===== src/rtl/ivc_pkg.sv =====
package ivc_pkg;
  typedef enum logic [1:0] {
    SZ_BYTE = 2'd0,
    SZ_HALF = 2'd1,
    SZ_WORD = 2'd2
  } acc_size_e;

  localparam int NUM_REGS = 5;
  typedef enum logic [2:0] {
    RG_MASK   = 3'd0,
    RG_RAW    = 3'd1,
    RG_MASKED = 3'd2,
    RG_NMI    = 3'd3,
    RG_FATAL  = 3'd4
  } reg_id_e;

  // byte offset of register r in the window
  function automatic int reg_offset(input int r);
    return r * 4;
  endfunction
endpackage


===== src/rtl/ivc_line_track.sv =====
module ivc_line_track #(
  parameter int W = 30
) (
  input  logic         clk,
  input  logic         rst,
  input  logic [W-1:0] lvl,
  output logic [W-1:0] chg
);
  logic [W-1:0] prev_q;

  for (genvar b = 0; b < W; b++) begin : g_bit
    always_ff @(posedge clk) begin
      if (rst) prev_q[b] <= 1'b0;
      else     prev_q[b] <= lvl[b];
    end
    assign chg[b] = lvl[b] ^ prev_q[b];
  end
endmodule


===== src/rtl/ivc_vec_encode.sv =====
module ivc_vec_encode #(
  parameter int W          = 30,
  parameter int VEC_W      = 8,
  parameter int SHARED_VEC = 'h30
) (
  input  logic [W-1:0]     pend,
  output logic [VEC_W-1:0] vec
);
  localparam int IDX_W = (W > 1) ? $clog2(W) : 1;

  logic [IDX_W-1:0] low_idx;
  logic             seen;
  logic             multi;

  always_comb begin
    low_idx = '0;
    seen    = 1'b0;
    multi   = 1'b0;
    for (int i = 0; i < W; i++) begin
      if (pend[i]) begin
        if (seen) multi = 1'b1;
        else      low_idx = IDX_W'(i);
        seen = 1'b1;
      end
    end
    if (!seen)      vec = '0;
    else if (multi) vec = VEC_W'(SHARED_VEC);
    else            vec = VEC_W'(SHARED_VEC + 1 + int'(low_idx));
  end
endmodule


===== src/rtl/irq_vector_ctrl.sv =====
module irq_vector_ctrl
  import ivc_pkg::*;
#(
  parameter int NUM_IRQ    = 30,
  parameter int NUM_NMI    = 2,
  parameter int DATA_W     = 32,
  parameter int ADDR_W     = 5,
  parameter int VEC_W      = 8,
  parameter int SHARED_VEC = 'h30
) (
  input  logic               clk,
  input  logic               rst,
  input  logic [NUM_IRQ-1:0] irq_lines,
  input  logic [NUM_NMI-1:0] nmi_lines,
  input  logic               fatal_in,
  input  logic               bus_sel,
  input  logic               bus_we,
  input  logic [1:0]         bus_size,
  input  logic [ADDR_W-1:0]  bus_addr,
  input  logic [DATA_W-1:0]  bus_wdata,
  output logic [DATA_W-1:0]  bus_rdata,
  output logic               bus_err,
  output logic               irq_req,
  output logic [VEC_W-1:0]   irq_vec,
  output logic               nmi_req,
  output logic               fatal_o
);
  localparam int MAX_VEC = SHARED_VEC + NUM_IRQ;

  logic [NUM_IRQ-1:0] mask_q, raw_q, masked_q;
  logic [NUM_NMI-1:0] nmi_q;
  logic               fatal_q;

  logic [NUM_IRQ-1:0] irq_chg;
  logic [NUM_NMI-1:0] nmi_chg;

  ivc_line_track #(.W(NUM_IRQ)) u_irq_track (
    .clk(clk), .rst(rst), .lvl(irq_lines), .chg(irq_chg)
  );
  ivc_line_track #(.W(NUM_NMI)) u_nmi_track (
    .clk(clk), .rst(rst), .lvl(nmi_lines), .chg(nmi_chg)
  );

  // address decode
  logic [NUM_REGS-1:0] hit;
  for (genvar r = 0; r < NUM_REGS; r++) begin : g_dec
    assign hit[r] = (int'(bus_addr) == reg_offset(r));
  end

  logic word_acc, bad_acc, wr_any;
  logic [NUM_REGS-1:0] wr;
  assign word_acc = bus_sel && (bus_size == SZ_WORD);
  assign bad_acc  = bus_sel && (hit == '0);
  assign wr_any   = word_acc && bus_we && !bad_acc;
  assign wr       = wr_any ? hit : '0;

  // next-state
  logic [NUM_IRQ-1:0] mask_n, raw_n, masked_n, raw_base;
  logic [NUM_NMI-1:0] nmi_n, nmi_base;
  logic               fatal_n, recalc;
  logic [VEC_W-1:0]   vec_n;

  always_comb begin
    mask_n   = wr[RG_MASK] ? bus_wdata[NUM_IRQ-1:0] : mask_q;
    raw_base = wr[RG_RAW]  ? bus_wdata[NUM_IRQ-1:0] : raw_q;
    raw_n    = (irq_chg & irq_lines) | (~irq_chg & raw_base);
    recalc   = (|irq_chg) || wr[RG_MASK] || wr[RG_RAW];
    if (recalc)              masked_n = raw_n & mask_n;
    else if (wr[RG_MASKED])  masked_n = bus_wdata[NUM_IRQ-1:0];
    else                     masked_n = masked_q;
    nmi_base = wr[RG_NMI] ? bus_wdata[NUM_NMI-1:0] : nmi_q;
    nmi_n    = (nmi_chg & nmi_lines) | (~nmi_chg & nmi_base);
    fatal_n  = fatal_in ? 1'b1 : (wr[RG_FATAL] ? bus_wdata[0] : fatal_q);
  end

  ivc_vec_encode #(.W(NUM_IRQ), .VEC_W(VEC_W), .SHARED_VEC(SHARED_VEC)) u_enc (
    .pend(masked_n), .vec(vec_n)
  );

  // read mux
  logic [DATA_W-1:0] rd_mux;
  always_comb begin
    rd_mux = '0;
    if (word_acc && !bus_we && !bad_acc) begin
      unique case (1'b1)
        hit[RG_MASK]:   rd_mux = DATA_W'(mask_q);
        hit[RG_RAW]:    rd_mux = DATA_W'(raw_q);
        hit[RG_MASKED]: rd_mux = DATA_W'(masked_q);
        hit[RG_NMI]:    rd_mux = DATA_W'(nmi_q);
        hit[RG_FATAL]:  rd_mux = DATA_W'(fatal_q);
        default:        rd_mux = '0;
      endcase
    end
  end

  always_ff @(posedge clk) begin
    if (rst) begin
      mask_q    <= '0;
      raw_q     <= '0;
      masked_q  <= '0;
      nmi_q     <= '0;
      fatal_q   <= 1'b0;
      irq_req   <= 1'b0;
      irq_vec   <= '0;
      nmi_req   <= 1'b0;
      fatal_o   <= 1'b0;
      bus_rdata <= '0;
      bus_err   <= 1'b0;
    end else begin
      mask_q    <= mask_n;
      raw_q     <= raw_n;
      masked_q  <= masked_n;
      nmi_q     <= nmi_n;
      fatal_q   <= fatal_n;
      irq_req   <= |masked_n;
      irq_vec   <= vec_n;
      nmi_req   <= |nmi_n;
      fatal_o   <= fatal_o | fatal_in;
      bus_rdata <= rd_mux;
      bus_err   <= bad_acc;
    end
  end

  // checks next to the logic they guard
  assert_req_tracks_masked_R2: assert property (@(posedge clk) disable iff (rst)
    irq_req == (masked_q != '0));
  assert_vec_in_range_R3: assert property (@(posedge clk) disable iff (rst)
    irq_req |-> (int'(irq_vec) >= SHARED_VEC && int'(irq_vec) <= MAX_VEC));
  assert_idle_vec_zero_R5: assert property (@(posedge clk) disable iff (rst)
    !irq_req |-> (irq_vec == '0));
  assert_nmi_req_R6: assert property (@(posedge clk) disable iff (rst)
    nmi_req == (nmi_q != '0));
  assert_narrow_write_ignored_R7: assert property (@(posedge clk) disable iff (rst)
    (bus_sel && bus_we && bus_size != SZ_WORD) |=> $stable(mask_q));
  assert_err_needs_access_R9: assert property (@(posedge clk) disable iff (rst)
    bus_err |-> $past(bus_sel));
  assert_fatal_sticky_R10: assert property (@(posedge clk) disable iff (rst)
    fatal_o |=> fatal_o);
endmodule


===== config.mk =====
export PLATFORM = sky130hd
export DESIGN_NAME = irq_vector_ctrl
export DESIGN_NICKNAME = d
export VERILOG_FILES = /design/src/rtl/ivc_pkg.sv /design/src/rtl/ivc_line_track.sv /design/src/rtl/ivc_vec_encode.sv /design/src/rtl/irq_vector_ctrl.sv
export SDC_FILE = /design/constraint.sdc
export NUM_CORES = 1
export LEC_CHECK = 0
export CORE_ASPECT_RATIO = 1.1
export CORE_MARGIN = 1
export CORE_UTILIZATION = 60
export CTS_BUF_LIST = sky130_fd_sc_hd__clkbuf_4 sky130_fd_sc_hd__clkbuf_8 sky130_fd_sc_hd__clkbuf_16
export DETAILED_ROUTE_END_ITERATION = 8
export PLACE_DENSITY_LB_ADDON = 0.2
export SETUP_SLACK_MARGIN = 0.3
export SLEW_MARGIN = 20
export SYNTH_ARGS = -nofsm -noshare
export SYNTH_HDL_FRONTEND = slang
export SYNTH_SLANG_ARGS = --single-unit

===== constraint.sdc =====
create_clock -name clk -period 11.2 [get_ports clk]
set_input_delay 2.8 -clock clk [delete_from_list [all_inputs] [get_ports clk]]
set_output_delay 2.8 -clock clk [all_outputs]
set_load 0.03 [all_outputs]

Yosys cells after proc, flatten, opt, wreduce, memory -nomap -nowiden
Cells that the tools add are included.
- bits of input ports: 76
- word-level logic and storage cells: 269
- register bits after elaboration: 168
- output and inout bits: 44
- muxes and demuxes: 156
- add/sub/neg operators: 1
- equality and inequality tests: 5
- reductions and logical operators: 19
- bitwise operators: 44
- operators by type and width (cell ; number):
    $mux 5 ; 58
    $pmux 30 s5 ; 1
    $mux 30 ; 4
    $mux 1 ; 91
    $and 30x30->30 ; 3
    $reduce_or 30->1 ; 2
    $xor 1x1->1 ; 32
    $not 30->30 ; 1
    $or 30x30->30 ; 1
    $eq 5x5->1 const B ; 3
    $logic_not 5->1 ; 2
    $add 6x5->7 const A ; 1
    $logic_and 1x1->1 ; 6
    $mux 6 ; 1
    $reduce_or 2->1 ; 3
    $eq 5x4->1 const B ; 1
    $and 2x2->2 ; 2
    $reduce_or 3->1 ; 1
    $eq 2x2->1 const B ; 1
    $logic_not 1->1 ; 2
    $logic_or 1x1->1 ; 2
    $mux 2 ; 1
    $not 1->1 ; 2
    $not 2->2 ; 1
    3 further kinds ; 3

Logic depth before layout (Yosys ltp)
- word-level depth: 72
- gate-level depth with buffers: 20
- mapped depth without buffers: 15

By module
Synthesis repeated with hierarchy kept, for this count alone.
- cells, all modules: 1016
- area, all modules: 8928.6 µm²
- modules (own cells, without submodules) (module ; instances ; sequential area each (µm²) ; area each (µm²) ; cells each):
    irq_vector_ctrl ; 1 ; 2702.6 ; 6766.5 ; 772
    ivc_line_track at u_irq_track ; 1 ; 600.6 ; 1159.9 ; 93
    ivc_vec_encode ; 1 ; 0.0 ; 928.4 ; 145
    ivc_line_track at u_nmi_track ; 1 ; 40.0 ; 73.8 ; 6

Worst setup path after synthesis
OpenSTA, ideal clock, no wires.
- path type: input port to flip-flop
- start: input bus_size[0]
- end: register irq_vec[4]
- setup time: 120 ps
- data arrival time: 6186 ps
- stages on the path: 19
- required time: 11080 ps
- setup slack: 4894 ps
- buffers on the path: 4
- path through: and4b_1 buf_4 buf_6 buf_2 buf_1 nand4_1 a31oi_1 nand2_1 mux2i_1 o21ai_0 a211o_1 a211o_1 a21oi_1 inv_1 ha_1 and3_1 and3_2 xnor2_1 o31a_1
- word-level cells in the longest chain between the ends: 71
- elaborated cells on any way between the ends: 164
- those cells by class: 1 x add/sub; 1 x eq/ne; 152 x mux; 4 x bitwise; 6 x reduce/logical
- RTL lines (what ; line ; text):
    start: declaration ; irq_vector_ctrl.sv:18 ; input logic [1:0] bus_size,
    $eq 2x2->1 * ; irq_vector_ctrl.sv:52 ; assign word_acc = bus_sel && (bus_size == SZ_WORD);
    $logic_and 1x1->1 * ; irq_vector_ctrl.sv:52 ;
    $logic_and 1x1->1 * (2 in a row) ; irq_vector_ctrl.sv:54 ; assign wr_any = word_acc && bus_we && !bad_acc;
    $mux 5 * ; irq_vector_ctrl.sv:55 ; assign wr = wr_any ? hit : '0;
    $mux 30 ; irq_vector_ctrl.sv:65 ; raw_base = wr[RG_RAW] ? bus_wdata[NUM_IRQ-1:0] : raw_q;
    $and 30x30->30 ; irq_vector_ctrl.sv:66 ; raw_n = (irq_chg & irq_lines) | (~irq_chg & raw_base);
    $or 30x30->30 ; irq_vector_ctrl.sv:66 ;
    $and 30x30->30 ; irq_vector_ctrl.sv:68 ; if (recalc) masked_n = raw_n & mask_n;
    [54 not listed] ; - ;
    $mux 5 ; ivc_vec_encode.sv:21 ; if (seen) multi = 1'b1;
    $mux 5 ; ivc_vec_encode.sv:20 ; if (pend[i]) begin
    $mux 5 ; ivc_vec_encode.sv:21 ;
    $mux 5 ; ivc_vec_encode.sv:20 ;
    $mux 5 ; ivc_vec_encode.sv:21 ;
    $mux 5 ; ivc_vec_encode.sv:20 ;
    $add 6x5->7 ; ivc_vec_encode.sv:28 ; else vec = VEC_W'(SHARED_VEC + 1 + int'(low_idx));
    $mux 6 ; ivc_vec_encode.sv:27 ; else if (multi) vec = VEC_W'(SHARED_VEC);
    end signal: assignment ; irq_vector_ctrl.sv:116 ; irq_vec <= vec_n;
    end: declaration ; irq_vector_ctrl.sv:24 ; output logic [VEC_W-1:0] irq_vec,
Mark *: on every way between the ends. The rest lies on a longest branch, timed or not.
A chain may end at the register's enable or synchronous reset.

Worst setup path after layout
- start: input bus_addr[4]
- end: register irq_vec[4]
- word-level cells in the longest chain between the ends: 72
- elaborated cells on any way between the ends: 169
- those cells by class: 1 x add/sub; 4 x eq/ne; 152 x mux; 4 x bitwise; 8 x reduce/logical
- RTL lines (what ; line ; text):
    start: declaration ; irq_vector_ctrl.sv:19 ; input logic [ADDR_W-1:0] bus_addr,
    $eq 5x4->1, or another cell as far along ; irq_vector_ctrl.sv:47 ; assign hit[r] = (int'(bus_addr) == reg_offset(r));
    $logic_not 5->1 ; irq_vector_ctrl.sv:53 ; assign bad_acc = bus_sel && (hit == '0);
    $logic_and 1x1->1 ; irq_vector_ctrl.sv:53 ;
    $logic_not 1->1 ; irq_vector_ctrl.sv:54 ;
    $logic_and 1x1->1 ; irq_vector_ctrl.sv:54 ;
    $mux 5 * ; irq_vector_ctrl.sv:55 ;
    $mux 30 ; irq_vector_ctrl.sv:65 ;
    $and 30x30->30 ; irq_vector_ctrl.sv:66 ;
    [56 not listed] ; - ;
    $mux 5 ; ivc_vec_encode.sv:21 ;
    $mux 5 ; ivc_vec_encode.sv:20 ;
    $mux 5 ; ivc_vec_encode.sv:21 ;
    $mux 5 ; ivc_vec_encode.sv:20 ;
    $mux 5 ; ivc_vec_encode.sv:21 ;
    $mux 5 ; ivc_vec_encode.sv:20 ;
    $add 6x5->7 ; ivc_vec_encode.sv:28 ;
    $mux 6 ; ivc_vec_encode.sv:27 ;
Marked as above.

==> results by group <==
STA
  – Worst Tran Pin Value: 1.063 ns
  – Setup_tns: 0 ns
  – Final Slew Violations: 0
  – Fin Clk Skew: 0.009483 ns
  – Unrepaired setup endpoints after global routing: false
  – Final period utilization: between 60 and 70%
  – Max-slew headroom: ~29%
  – FMAX: between 100 and 150 MHz
  – Setup violators final: 0
  – Hold violation count in the final report: 0
  – Tmin final: around 7.7 ns

Drt
  – WL final: slightly below 30000 um
  – DRT Pass-1 Iters: 9
  – Initial DRC Count: approximately 1200
  – Vias: ~9000
  – Vias per cell: roughly 6.8
  – Post-DRT Antenna Nets: 0
  – DRC viols: 0
  – WL/cell: around 23 um

Synth
  – Yosys cell types: 83
  – Yosys top cell by area: dfxtp_1
  – Post-synthesis instance total: around 1000
  – Post-synth top area share: 36.32%
  – Leading post-synthesis cells by cell area: dfxtp_1 36%, nor2b_1 6.3%, mux2i_1 5.1%, mux2_2 4.6%, nor2_1 4.3%
  – Seq/Total Area, Yosys: 36.32%
  – Synth Register Bits: 166
  – EDFF count, synth: 0
  – Synth warn: 0
  – Cell area after synthesis: approximately 9100 sq um
  – Syn Area/Cell: between 8 and 9 sq um
  – Main synth FF type: dfxtp_1
  – FFs w/ async S/R, synth: 0%

Setup path
  – Arr. time, crit path: 8.03 ns
  – Max stage delay on crit path: roughly 0.8 ns
  – Worst EP required: 11.54 ns
  – Cells along the critical path: clkdlybuf4s50_1 > nor2_4 > nand3_1 > nand4_1 > or3_1 > buf_4 > mux2i_1 > and2b_1 > and2_1 > a211oi_1 > nand2_1 > ha_1 > and3_1 > and3_2 > xnor2_1 > o31a_1
  – Kind of end point of the critical path: flop
  – Setup Crit Path Kind: input pin to flop
  – Top delay family on crit path: simple AND/OR/NAND/NOR gates
  – Critical path buffer and inverter count: 2
  – Critical Path Slowest Stage Cell: nor2_4
  – Crit path max fanout: 28
  – Startpoint Class: input pin

Cells and area
  – Final Util: 74.33%
  – Syn-to-layout area delta: 19.24%
  – Diodes inserted: 0
  – Layout cells sized above 1: between 10% and 20%
  – Most frequent cells in the layout: 166 x dfxtp_1, 113 x clkdlybuf4s50_1, 101 x nor2_1
  – FILL cells: 1112
  – Final #Nets: 1194
  – Commonest non-fill, non-tap cell in the layout: dfxtp_1

Global route
  – Final global-route overflow total: 0
  – Total GRT Usage: 37.87%
  – First-pass GRT wire length: ~46000 um
  – Largest net degree at the start of global routing: 98
  – Number of global-route vias before repair: between 8000 and 9000
  – Number of antenna violations at the first check in global routing: 0

Clock network
  – CTS tree: done
  – Clock tree buffer depth: 2
  – Clock-pin slew on the worst setup and hold paths: around 0.07 ns
  – Setup bufs post-CTS: 0
  – Clock root cell: clkbuf_16
  – Clock latency on the worst-skew pair: ~0.45 ns
  – H-tree level count: 4
  – Clock sink count: between 150 and 200
  – PostCTS Resize Cnt: 0
  – Post-CTS Hold Buffers: 0
  – Total CTS buffers: 17

Die
  – Row cnt: between 40 and 50
  – Die Ht: ~130 um
  – I/O pin count: 120
  – Die X: roughly 120 um
  – Total die area: roughly 16000 sq um
  – Initial Util: between 60 and 70%
  – Total core area: ~15000 sq um

Place
  – Final Wtd Congestion: about 0.99
  – Hpwl dp: between 20000 and 25000 um
  – PortBufs: around 110

Outcome
  – Status: finished clean

Pwr
  – VDD IR max: 0.09323 mV
  – Total power: 1.362 mW
  – Static leakage: ~4.0 nW
  – Pwr/cell area: 124.8 nW/um^2

Hold path
  – Hold/Removal Path Class: flop to flop

Flow run
  – Max Cap Viol: 0
routing by layer:
layer	share of wire, %	vias up	GRT usage, %	wire [um]
met3	10	118	9.375	2976
met4	4.5	0	20.83	1327
met1	38	4331	45.43	11460
met2	47	581	61.62	14050
li1	-	4015	-	-
met5	0	-	0	0
worst paths after layout:
| check | startpoint | depth (start not counted) | end | slack [ns] |
|---|---|---|---|---|
| setup / recovery | bus_addr[4] | 16 | irq_vec[4] | 3.51 |
| hold / removal | fatal_o | 2 | fatal_o | 0.50 |
| setup reg to reg | u_irq_track.prev_q[9] | 16 | irq_vec[4] | 6.30 |
| hold reg to reg | fatal_o | 2 | fatal_o | 0.50 |
cell usage after synthesis (11+ instances only):
| cell | number |
|---|---|
| clkbuf_1 | 33 |
| nand2b_1 | 25 |
| xor2_1 | 28 |
| nand2_1 | 58 |
| buf_2 | 17 |
| o21ai_0 | 22 |
| inv_1 | 21 |
| and3_1 | 11 |
| nor2b_1 | 92 |
| a31oi_1 | 17 |
| mux2_2 | 37 |
| mux2i_1 | 47 |
| nand4_1 | 27 |
| a222oi_1 | 32 |
| nor4_1 | 13 |
| dfxtp_1 | 166 |
| nand3_1 | 17 |
| nor2_1 | 104 |
| and2_1 | 15 |
| o31ai_1 | 24 |
| a21oi_1 | 38 |
cell type report:
class	instances	area [sq um]	area share, %
Clock inverter	13	145.1	1.330
Clock buffer	19	452.9	4.152
Multi-Input combinational cell	784	5433	49.80
Tap cell	192	240.2	2.202
Inverter	21	78.83	0.7226
Timing Repair Buffer	127	1236	11.33
Sequential cell	166	3323	30.46
per-stage QoR:
step / cell area (sq um) / worst slack (ns) / cells / hold slack, ns
after floorplan: 9156 / 4.894 / 1040 / 0.4596
after global placement: 10310 / 3.269 / 1290 / 0.4457
after detailed placement: 10310 / 3.213 / 1290 / 0.4878
after CTS: 10910 / 3.623 / 1322 / 0.4989
after global routing: 10910 / 3.231 / 1322 / 0.5342
final: 10910 / 3.506 / 1322 / 0.4952
worst reg2reg max path, stage by stage, from the launching register on:
cell and delay [ns]:
dfxtp_1 0.33, xor2_1 0.22, nor4_1 0.59, nand4_1 0.29, or3_1 0.72, buf_4 0.38
or4_1 0.68, a21oi_1 0.29, nand4_1 0.15, o211ai_1 0.14, a21oi_1 0.11, inv_1 0.08
ha_1 0.18, and3_1 0.15, and3_2 0.21, xnor2_1 0.07, o31a_1 0.23
state kept, by name, indices dropped and copies added (netlist names):
name,cells
bus_err,1
u_nmi_track.prev_q,2
irq_req,1
irq_vec,7
masked_q,30
nmi_q,2
bus_rdata,30
nmi_req,1
u_irq_track.prev_q,30
raw_q,30
fatal_o,1
mask_q,30
fatal_q,1
power by group:
group / switching (mW) / internal (mW) / total (mW)
registers: 0.0110 / 0.607 / 0.618
logic: 0.0820 / 0.0571 / 0.139
clock network: 0.261 / 0.343 / 0.605
cells by family (layout without fill, tap and decap cells):
kind of cell,count (synthesis),count (layout),synth area share (%)
DFF,166,166,36.32
buffers and inverters,90,180,4.623
muxes,85,85,9.860
and+or+nand+nor,417,417,24.90
adders and majority gates,7,7,0.7932
AOI/OAI and AO/OA,243,243,20.68
xor gates and xnor gates,29,29,2.776
other,1,3,0.04099
Power figures use the tool's default switching activity.
